$ cat src/rtl/chop_pkg.sv
package chop_pkg;

    typedef enum logic [2:0] {
        ST_IDLE  = 3'd0,
        ST_DRIVE = 3'd1,
        ST_FAST  = 3'd2,
        ST_COAST = 3'd3,
        ST_SLOW  = 3'd4,
        ST_HOLD  = 3'd5
    } chop_state_e;

    // Gate bit order {ah, al, bh, bl}
    localparam logic [3:0] GATES_OFF  = 4'b0000;
    localparam logic [3:0] GATES_FWD  = 4'b1001;
    localparam logic [3:0] GATES_REV  = 4'b0110;
    localparam logic [3:0] GATES_LOWS = 4'b0101;

    function automatic int max3(input int a, input int b, input int c);
        int m;
        m = (a > b) ? a : b;
        return (m > c) ? m : c;
    endfunction

endpackage

$ cat src/rtl/chop_setting_decode.sv
module chop_setting_decode #(
    parameter int OFF_A_CYC = 875,
    parameter int OFF_B_CYC = 2000,
    parameter int OFF_C_CYC = 4000,
    parameter int FAST_PCT  = 30,
    parameter int CW        = 12
) (
    input  logic [2:0]    setting,
    output logic          unsupported,
    output logic [CW-1:0] off_len,
    output logic [CW-1:0] fast_len
);
    localparam int NSLOT = 3;
    localparam int LENS [NSLOT] = '{OFF_A_CYC, OFF_B_CYC, OFF_C_CYC};

    logic [CW-1:0] len_tab  [NSLOT];
    logic [CW-1:0] fast_tab [NSLOT];
    logic [1:0]    slot;
    logic          mixed;

    for (genvar gi = 0; gi < NSLOT; gi++) begin : g_slot
        assign len_tab[gi]  = CW'(LENS[gi]);
        assign fast_tab[gi] = CW'((LENS[gi] * FAST_PCT) / 100);
    end

    always_comb begin
        unique case (setting)
            3'd1, 3'd4: slot = 2'd0;
            3'd2, 3'd5: slot = 2'd1;
            3'd3, 3'd6: slot = 2'd2;
            default:    slot = 2'd0;
        endcase
        unsupported = (setting == 3'd0) || (setting == 3'd7);
        mixed       = (setting >= 3'd1) && (setting <= 3'd3);
        off_len     = len_tab[slot];
        fast_len    = mixed ? fast_tab[slot] : '0;
    end

endmodule

$ cat src/rtl/chop_phase_fsm.sv
module chop_phase_fsm
    import chop_pkg::*;
#(
    parameter int CW = 12
) (
    input  logic          clk,
    input  logic          rst_n,
    input  logic          en,
    input  logic          dir,
    input  logic          trip,
    input  logic          near_zero,
    input  logic          unsupported,
    input  logic [CW-1:0] off_len,
    input  logic [CW-1:0] fast_len,
    output chop_state_e   state_q,
    output logic          dec_dir_q
);
    chop_state_e   state_d;
    logic [CW-1:0] cnt_q, cnt_d;
    logic [CW-1:0] off_q, fast_q;
    logic          start_decay;
    logic          last_cyc, fast_end;
    logic          decaying;

    assign decaying    = (state_q == ST_FAST) || (state_q == ST_COAST) || (state_q == ST_SLOW);
    assign last_cyc    = (cnt_q == off_q - CW'(1));
    assign fast_end    = (fast_q != '0) && (cnt_q == fast_q - CW'(1));
    assign start_decay = (state_q == ST_DRIVE) && !unsupported && trip;

    always_comb begin
        state_d = state_q;
        cnt_d   = decaying ? cnt_q + CW'(1) : '0;
        if (!en) begin
            state_d = ST_IDLE;
        end else begin
            unique case (state_q)
                ST_IDLE:  state_d = unsupported ? ST_HOLD : ST_DRIVE;
                ST_HOLD:  if (!unsupported) state_d = ST_DRIVE;
                ST_DRIVE: begin
                    if (unsupported)  state_d = ST_HOLD;
                    else if (trip)    state_d = (fast_len != '0) ? ST_FAST : ST_SLOW;
                end
                ST_FAST: begin
                    if (last_cyc)       state_d = ST_DRIVE;
                    else if (fast_end)  state_d = ST_SLOW;
                    else if (near_zero) state_d = ST_COAST;
                end
                ST_COAST: begin
                    if (last_cyc)      state_d = ST_DRIVE;
                    else if (fast_end) state_d = ST_SLOW;
                end
                ST_SLOW:  if (last_cyc) state_d = ST_DRIVE;
                default:  state_d = ST_IDLE;
            endcase
        end
    end

    always_ff @(posedge clk or negedge rst_n) begin
        if (!rst_n) begin
            state_q   <= ST_IDLE;
            cnt_q     <= '0;
            off_q     <= '0;
            fast_q    <= '0;
            dec_dir_q <= 1'b0;
        end else begin
            state_q <= state_d;
            cnt_q   <= (en && !start_decay) ? cnt_d : '0;
            if (start_decay && en) begin
                off_q     <= off_len;
                fast_q    <= fast_len;
                dec_dir_q <= dir;
            end
        end
    end

    // the counter never runs past the latched off-time
    p_cnt_window_r2: assert property (@(posedge clk) disable iff (!rst_n)
        decaying |-> (cnt_q < off_q));

    // trip cannot cut a decay short
    p_trip_ignored_r10: assert property (@(posedge clk) disable iff (!rst_n)
        (decaying && en && !last_cyc) |=> (state_q == ST_FAST || state_q == ST_COAST || state_q == ST_SLOW));

    // enable low sends the machine to IDLE
    p_idle_on_disable_r9: assert property (@(posedge clk) disable iff (!rst_n)
        !en |=> (state_q == ST_IDLE));

    // COAST is only reached from the fast share
    p_coast_entry_r3: assert property (@(posedge clk) disable iff (!rst_n)
        $rose(state_q == ST_COAST) |-> ($past(state_q) == ST_FAST));

endmodule

$ cat src/rtl/chop_gate_stage.sv
module chop_gate_stage
    import chop_pkg::*;
(
    input  logic        clk,
    input  logic        rst_n,
    input  logic        en,
    input  logic        dir,
    input  logic        dec_dir,
    input  chop_state_e state,
    output logic [3:0]  gates_q
);
    logic [3:0] want;
    logic [3:0] gates_d;

    always_comb begin
        unique case (state)
            ST_DRIVE: want = dir ? GATES_FWD : GATES_REV;
            ST_FAST:  want = dec_dir ? GATES_REV : GATES_FWD;
            ST_SLOW:  want = GATES_LOWS;
            default:  want = GATES_OFF;
        endcase
        if (!en)                  gates_d = GATES_OFF;
        else if (gates_q == want) gates_d = gates_q;
        else if (gates_q == GATES_OFF) gates_d = want;
        else                      gates_d = GATES_OFF;
    end

    always_ff @(posedge clk or negedge rst_n) begin
        if (!rst_n) gates_q <= GATES_OFF;
        else        gates_q <= gates_d;
    end

    // no shoot-through on either half-bridge
    p_no_shoot_r8: assert property (@(posedge clk) disable iff (!rst_n)
        !(gates_q[3] && gates_q[2]) && !(gates_q[1] && gates_q[0]));

    // every pattern change passes through all-off
    p_dead_gap_r8: assert property (@(posedge clk) disable iff (!rst_n)
        ((gates_q != $past(gates_q)) && ($past(gates_q) != 4'b0000)) |-> (gates_q == 4'b0000));

    // gates off on the cycle after enable is low
    p_gates_off_disable_r9: assert property (@(posedge clk) disable iff (!rst_n)
        !en |=> (gates_q == 4'b0000));

    // HOLD keeps the bridge off
    p_hold_off_r6: assert property (@(posedge clk) disable iff (!rst_n)
        (state == ST_HOLD) |=> (gates_q == 4'b0000));

endmodule

$ cat src/rtl/chop_ctrl.sv
module chop_ctrl
    import chop_pkg::*;
#(
    parameter int OFF_A_CYC = 875,
    parameter int OFF_B_CYC = 2000,
    parameter int OFF_C_CYC = 4000,
    parameter int FAST_PCT  = 30
) (
    input  logic       clk,
    input  logic       rst_n,
    input  logic       en,
    input  logic       dir,
    input  logic       trip,
    input  logic       near_zero,
    input  logic [2:0] setting,
    output logic       gate_ah,
    output logic       gate_al,
    output logic       gate_bh,
    output logic       gate_bl,
    output logic [2:0] state_o
);
    localparam int MAX_OFF = max3(OFF_A_CYC, OFF_B_CYC, OFF_C_CYC);
    localparam int CW      = $clog2(MAX_OFF + 1);

    logic          unsupported;
    logic [CW-1:0] off_len, fast_len;
    chop_state_e   state_q;
    logic          dec_dir_q;
    logic [3:0]    gates_q;

    chop_setting_decode #(
        .OFF_A_CYC(OFF_A_CYC), .OFF_B_CYC(OFF_B_CYC), .OFF_C_CYC(OFF_C_CYC),
        .FAST_PCT(FAST_PCT), .CW(CW)
    ) u_decode (
        .setting(setting), .unsupported(unsupported),
        .off_len(off_len), .fast_len(fast_len)
    );

    chop_phase_fsm #(.CW(CW)) u_fsm (
        .clk(clk), .rst_n(rst_n), .en(en), .dir(dir), .trip(trip),
        .near_zero(near_zero), .unsupported(unsupported),
        .off_len(off_len), .fast_len(fast_len),
        .state_q(state_q), .dec_dir_q(dec_dir_q)
    );

    chop_gate_stage u_gates (
        .clk(clk), .rst_n(rst_n), .en(en), .dir(dir), .dec_dir(dec_dir_q),
        .state(state_q), .gates_q(gates_q)
    );

    assign {gate_ah, gate_al, gate_bh, gate_bl} = gates_q;
    assign state_o = state_q;

endmodule

$ cat config.mk
export PLATFORM = sky130hd
export DESIGN_NAME = chop_ctrl
export DESIGN_NICKNAME = d
export VERILOG_FILES = /design/src/rtl/chop_pkg.sv /design/src/rtl/chop_setting_decode.sv /design/src/rtl/chop_phase_fsm.sv /design/src/rtl/chop_gate_stage.sv /design/src/rtl/chop_ctrl.sv
export SDC_FILE = /design/constraint.sdc
export NUM_CORES = 1
export LEC_CHECK = 0
export CAP_MARGIN = 20
export CORE_MARGIN = 5
export CORE_UTILIZATION = 45
export DETAILED_ROUTE_END_ITERATION = 10
export GPL_TIMING_DRIVEN = 0
export PLACE_DENSITY_LB_ADDON = 0.05
export SYNTH_ARGS = -nofsm -noshare
export SYNTH_HDL_FRONTEND = slang
export SYNTH_HIERARCHICAL = 1
export SYNTH_SLANG_ARGS = --single-unit
$ cat constraint.sdc
create_clock -name clk -period 5.15 [get_ports clk]
set_input_delay 0.515 -clock clk [delete_from_list [all_inputs] [get_ports clk]]
set_output_delay 0.515 -clock clk [all_outputs]
set_load 0.03 [all_outputs]
==> results.yml <==
clock_tree:
  postCtsResizedCells: 0
  post_cts_hold_buffer_count: 0
  maximum_clock_insertion_buffer_count: 2
  tritoncts.num_buffers: 5
  tritoncts: "built"
  htree_levels: 2
  clock_sink_count: 44
  clkSlewWorstSetupHoldPaths_ns: 0.09
  post_cts_repair_timing_setup_buffer_count: 0
  later_pin_clock_latency_in_the_skew_report_ns: 0.30
  cts.root.buffer_cell: "clkbuf_8"
worst_setup_path:
  req_time_crit_path_ns: 5.37
  critPathKind: "reg2reg"
  critical_path_peak_fanout: 8
  worst_setup_path_end_kind: "flip-flop"
  worstPathArrival_ns: 3.25
  critPathLaunchType: "flip-flop"
drt:
  detail_route.drc_violations: 0
  detail_route.first_pass.iterations: 4
  drtAntennaViolNets: 0
  drt-initial-drc-count: 157
  drt-wirelength-per-cell_um: 15.68
  vias_per_cell: 5.546
  finalWirelength_um: 7432
  vias: 2629
logic_synthesis:
  ys_top_cells_by_area: "dfrtp_1, mux2_2, xor2_1"
  synth_seq_area_share_pct: 34.17
  synthesis.yosys.warnings: 6
  synth_seq_cells: 44
  asyncSetResetFlopFracSynth_pct: 100.0
  ys_dominant_reg_cell: "dfrtp_1"
  synth_commonest_cells: "dfrtp_1, nor2_1, nand2_1"
  yosys.area.top_type_share_pct: 34.17
  yosys.cell_types.count: 62
  yosys.area.top_type: "dfrtp_1"
  netlist_area_um2: 3222
  synth_area_per_cell_um2: 9.153
  postSynthCellCount: 352
  synth_edf_count: 0
  synth.most_common_cell: "dfrtp_1"
floorplanning:
  fp.dieH_um: 94.62
  floorplan.initialDensity_pct: 46.90
  fp.dieW_um: 94.62
  die_area_um2: 8952
  rows: 30
  coreArea_um2: 6869
  top_level_ports: 16
timing:
  final_max_slew_viol_count: 0
  worst_pin_slew_ns: 0.6977
  layout_min_cycle_time_ns: 3.036
  final.hold.worst_slack_ns: 0.1642
  maxClockFrequency_ghz: 0.3294
  final.setup_skew_ns: 0.01023
  unrepaired_setup_endpoints_after_global_routing: "false"
  finalHoldViolations: 0
  timing.final.ws_setup_ns: 2.114
  timing.final.crit_share_pct: 58.95
  maxSlewHeadroom_pct: 52.29
  setup_total_negative_slack_ns: 0
  timing.final.setup_violations: 0
run:
  cap_viol_max_count: 0
finish:
  diodes: 0
  layout-drive-gt1-share_pct: 16.40
  multiInputGateArea_um2: 1898
  seqCellArea_um2: 1101
  filler_cell_count: 666
  area_growth_syn_to_layout_pct: 12.12
  fin_util_pct: 52.59
  fin_cells: 474
  num-nets-final: 393
  final_cell_area_um2: 3612
grt:
  antenna_found_initial: 0
  number_of_global_route_vias_before_repair: 2445
  grtUsageTotal_pct: 17.71
  pin_count_of_the_biggest_net_entering_global_routing: 27
  grt_pass1_wl_um: 12400
  grt.overflow.total: 0
power:
  pwr_density_cell_nw_per_um2: 482.2
  power.ir.vdd_worst_uv: 218.9
  power.total_mw: 1.742
  leakagePower_nw: 1.500
placement:
  io_buffer_count: 15
  place.gp.congestion: 0.8500
  dpl.cell_count: 466
  dp_worst_setup_slack_ns: 1.999
  hpwl_um: 5734
  area_after_detailed_placement_um2: 3515
min_path:
  min_path_type: "in2async"
outcome:
  run_status: "completed"
[report_power, final]
group          switching [mW]  internal, mW  leakage (nW)
sequential              0.157         0.448         0.573
combinational           0.478         0.428         0.883
clock                   0.123         0.109        0.0434
total                   0.758         0.984          1.50
[cell usage in the layout (no fill, tap or decap), drive strengths merged, types with 12 or more instances in the layout]
master         synthesis  final
clkbuf                10     16
clkdlybuf4s50          0     14
o21ai                 15     15
mux2                  20     20
inv                   14     14
dfrtp                 44     44
xnor2                 18     18
xor2                  19     19
nor2                  32     32
nand2                 22     22
nand3                 12     12
buf                   17     19
[state kept, by name (all words and copies together), names as in the netlist]
name             cells
u_fsm/off_q         12
u_gates/gates_q      4
u_fsm/state_q        3
u_fsm/cnt_q         12
u_fsm/fast_q        12
u_fsm/dec_dir_q      1
[final timing paths]
path,start,to,slack (ns),cells past startpoint
worst max-delay path,u_fsm/fast_q[0]$_DFFE_PN0P_,u_fsm/state_q[2]$_DFFE_PN0P_,2.11,9
worst min-delay path,rst_n,u_fsm/state_q[0]$_DFFE_PN0P_,0.16,1
worst max register to register,u_fsm/fast_q[0]$_DFFE_PN0P_,u_fsm/state_q[2]$_DFFE_PN0P_,2.11,9
worst min register to register,u_fsm/off_q[11]$_DFFE_PN0P_,u_fsm/off_q[11]$_DFFE_PN0P_,0.55,1
max in group asynchronous,rst_n,u_fsm/fast_q[10]$_DFFE_PN0P_,4.48,2
min in group clk,u_fsm/off_q[11]$_DFFE_PN0P_,u_fsm/off_q[11]$_DFFE_PN0P_,0.55,1
[logic make-up after synthesis]
logic type / after synthesis / share of synthesized area [%]
simple gates: 136 / 23.50
xor+xnor: 37 / 10.06
mux: 25 / 8.544
other cells: 1 / 0.1164
buf+inv: 41 / 7.145
flops: 44 / 34.17
compound gates: 61 / 13.75
fa+ha+maj: 7 / 2.718
[critical path: stages (launching register included)]
cell and delay (ns):
dfrtp_1 0.46, inv_1 0.10, ha_1 0.31, or3b_2 0.53, nor4_1 0.27, and3b_1 0.20, a211oi_1 0.40, a31oi_1 0.21
a211oi_2 0.28, mux2i_1 0.20
[final cells by class]
cell class,instances,share of cell area (%)
well taps,96,3.325
flip-flops and latches,44,30.48
plain buffers,27,4.919
repair buffers,16,4.572
inverters,14,1.455
clock inverters,2,0.4157
clock buffers,6,2.286
multi-input cells,269,52.55
[metal layers]
| metal | global-route usage [%] | wire (µm) | vias up |
|---|---|---|---|
| met5 | 0 | 0 | - |
| met4 | 5.048 | 134 | 0 |
| met3 | 3.267 | 220 | 8 |
| met2 | 28.19 | 3453 | 40 |
| met1 | 24.54 | 3624 | 1274 |
| li1 | - | - | 1307 |
No activity file was read; power rests on OpenSTA's default activity.
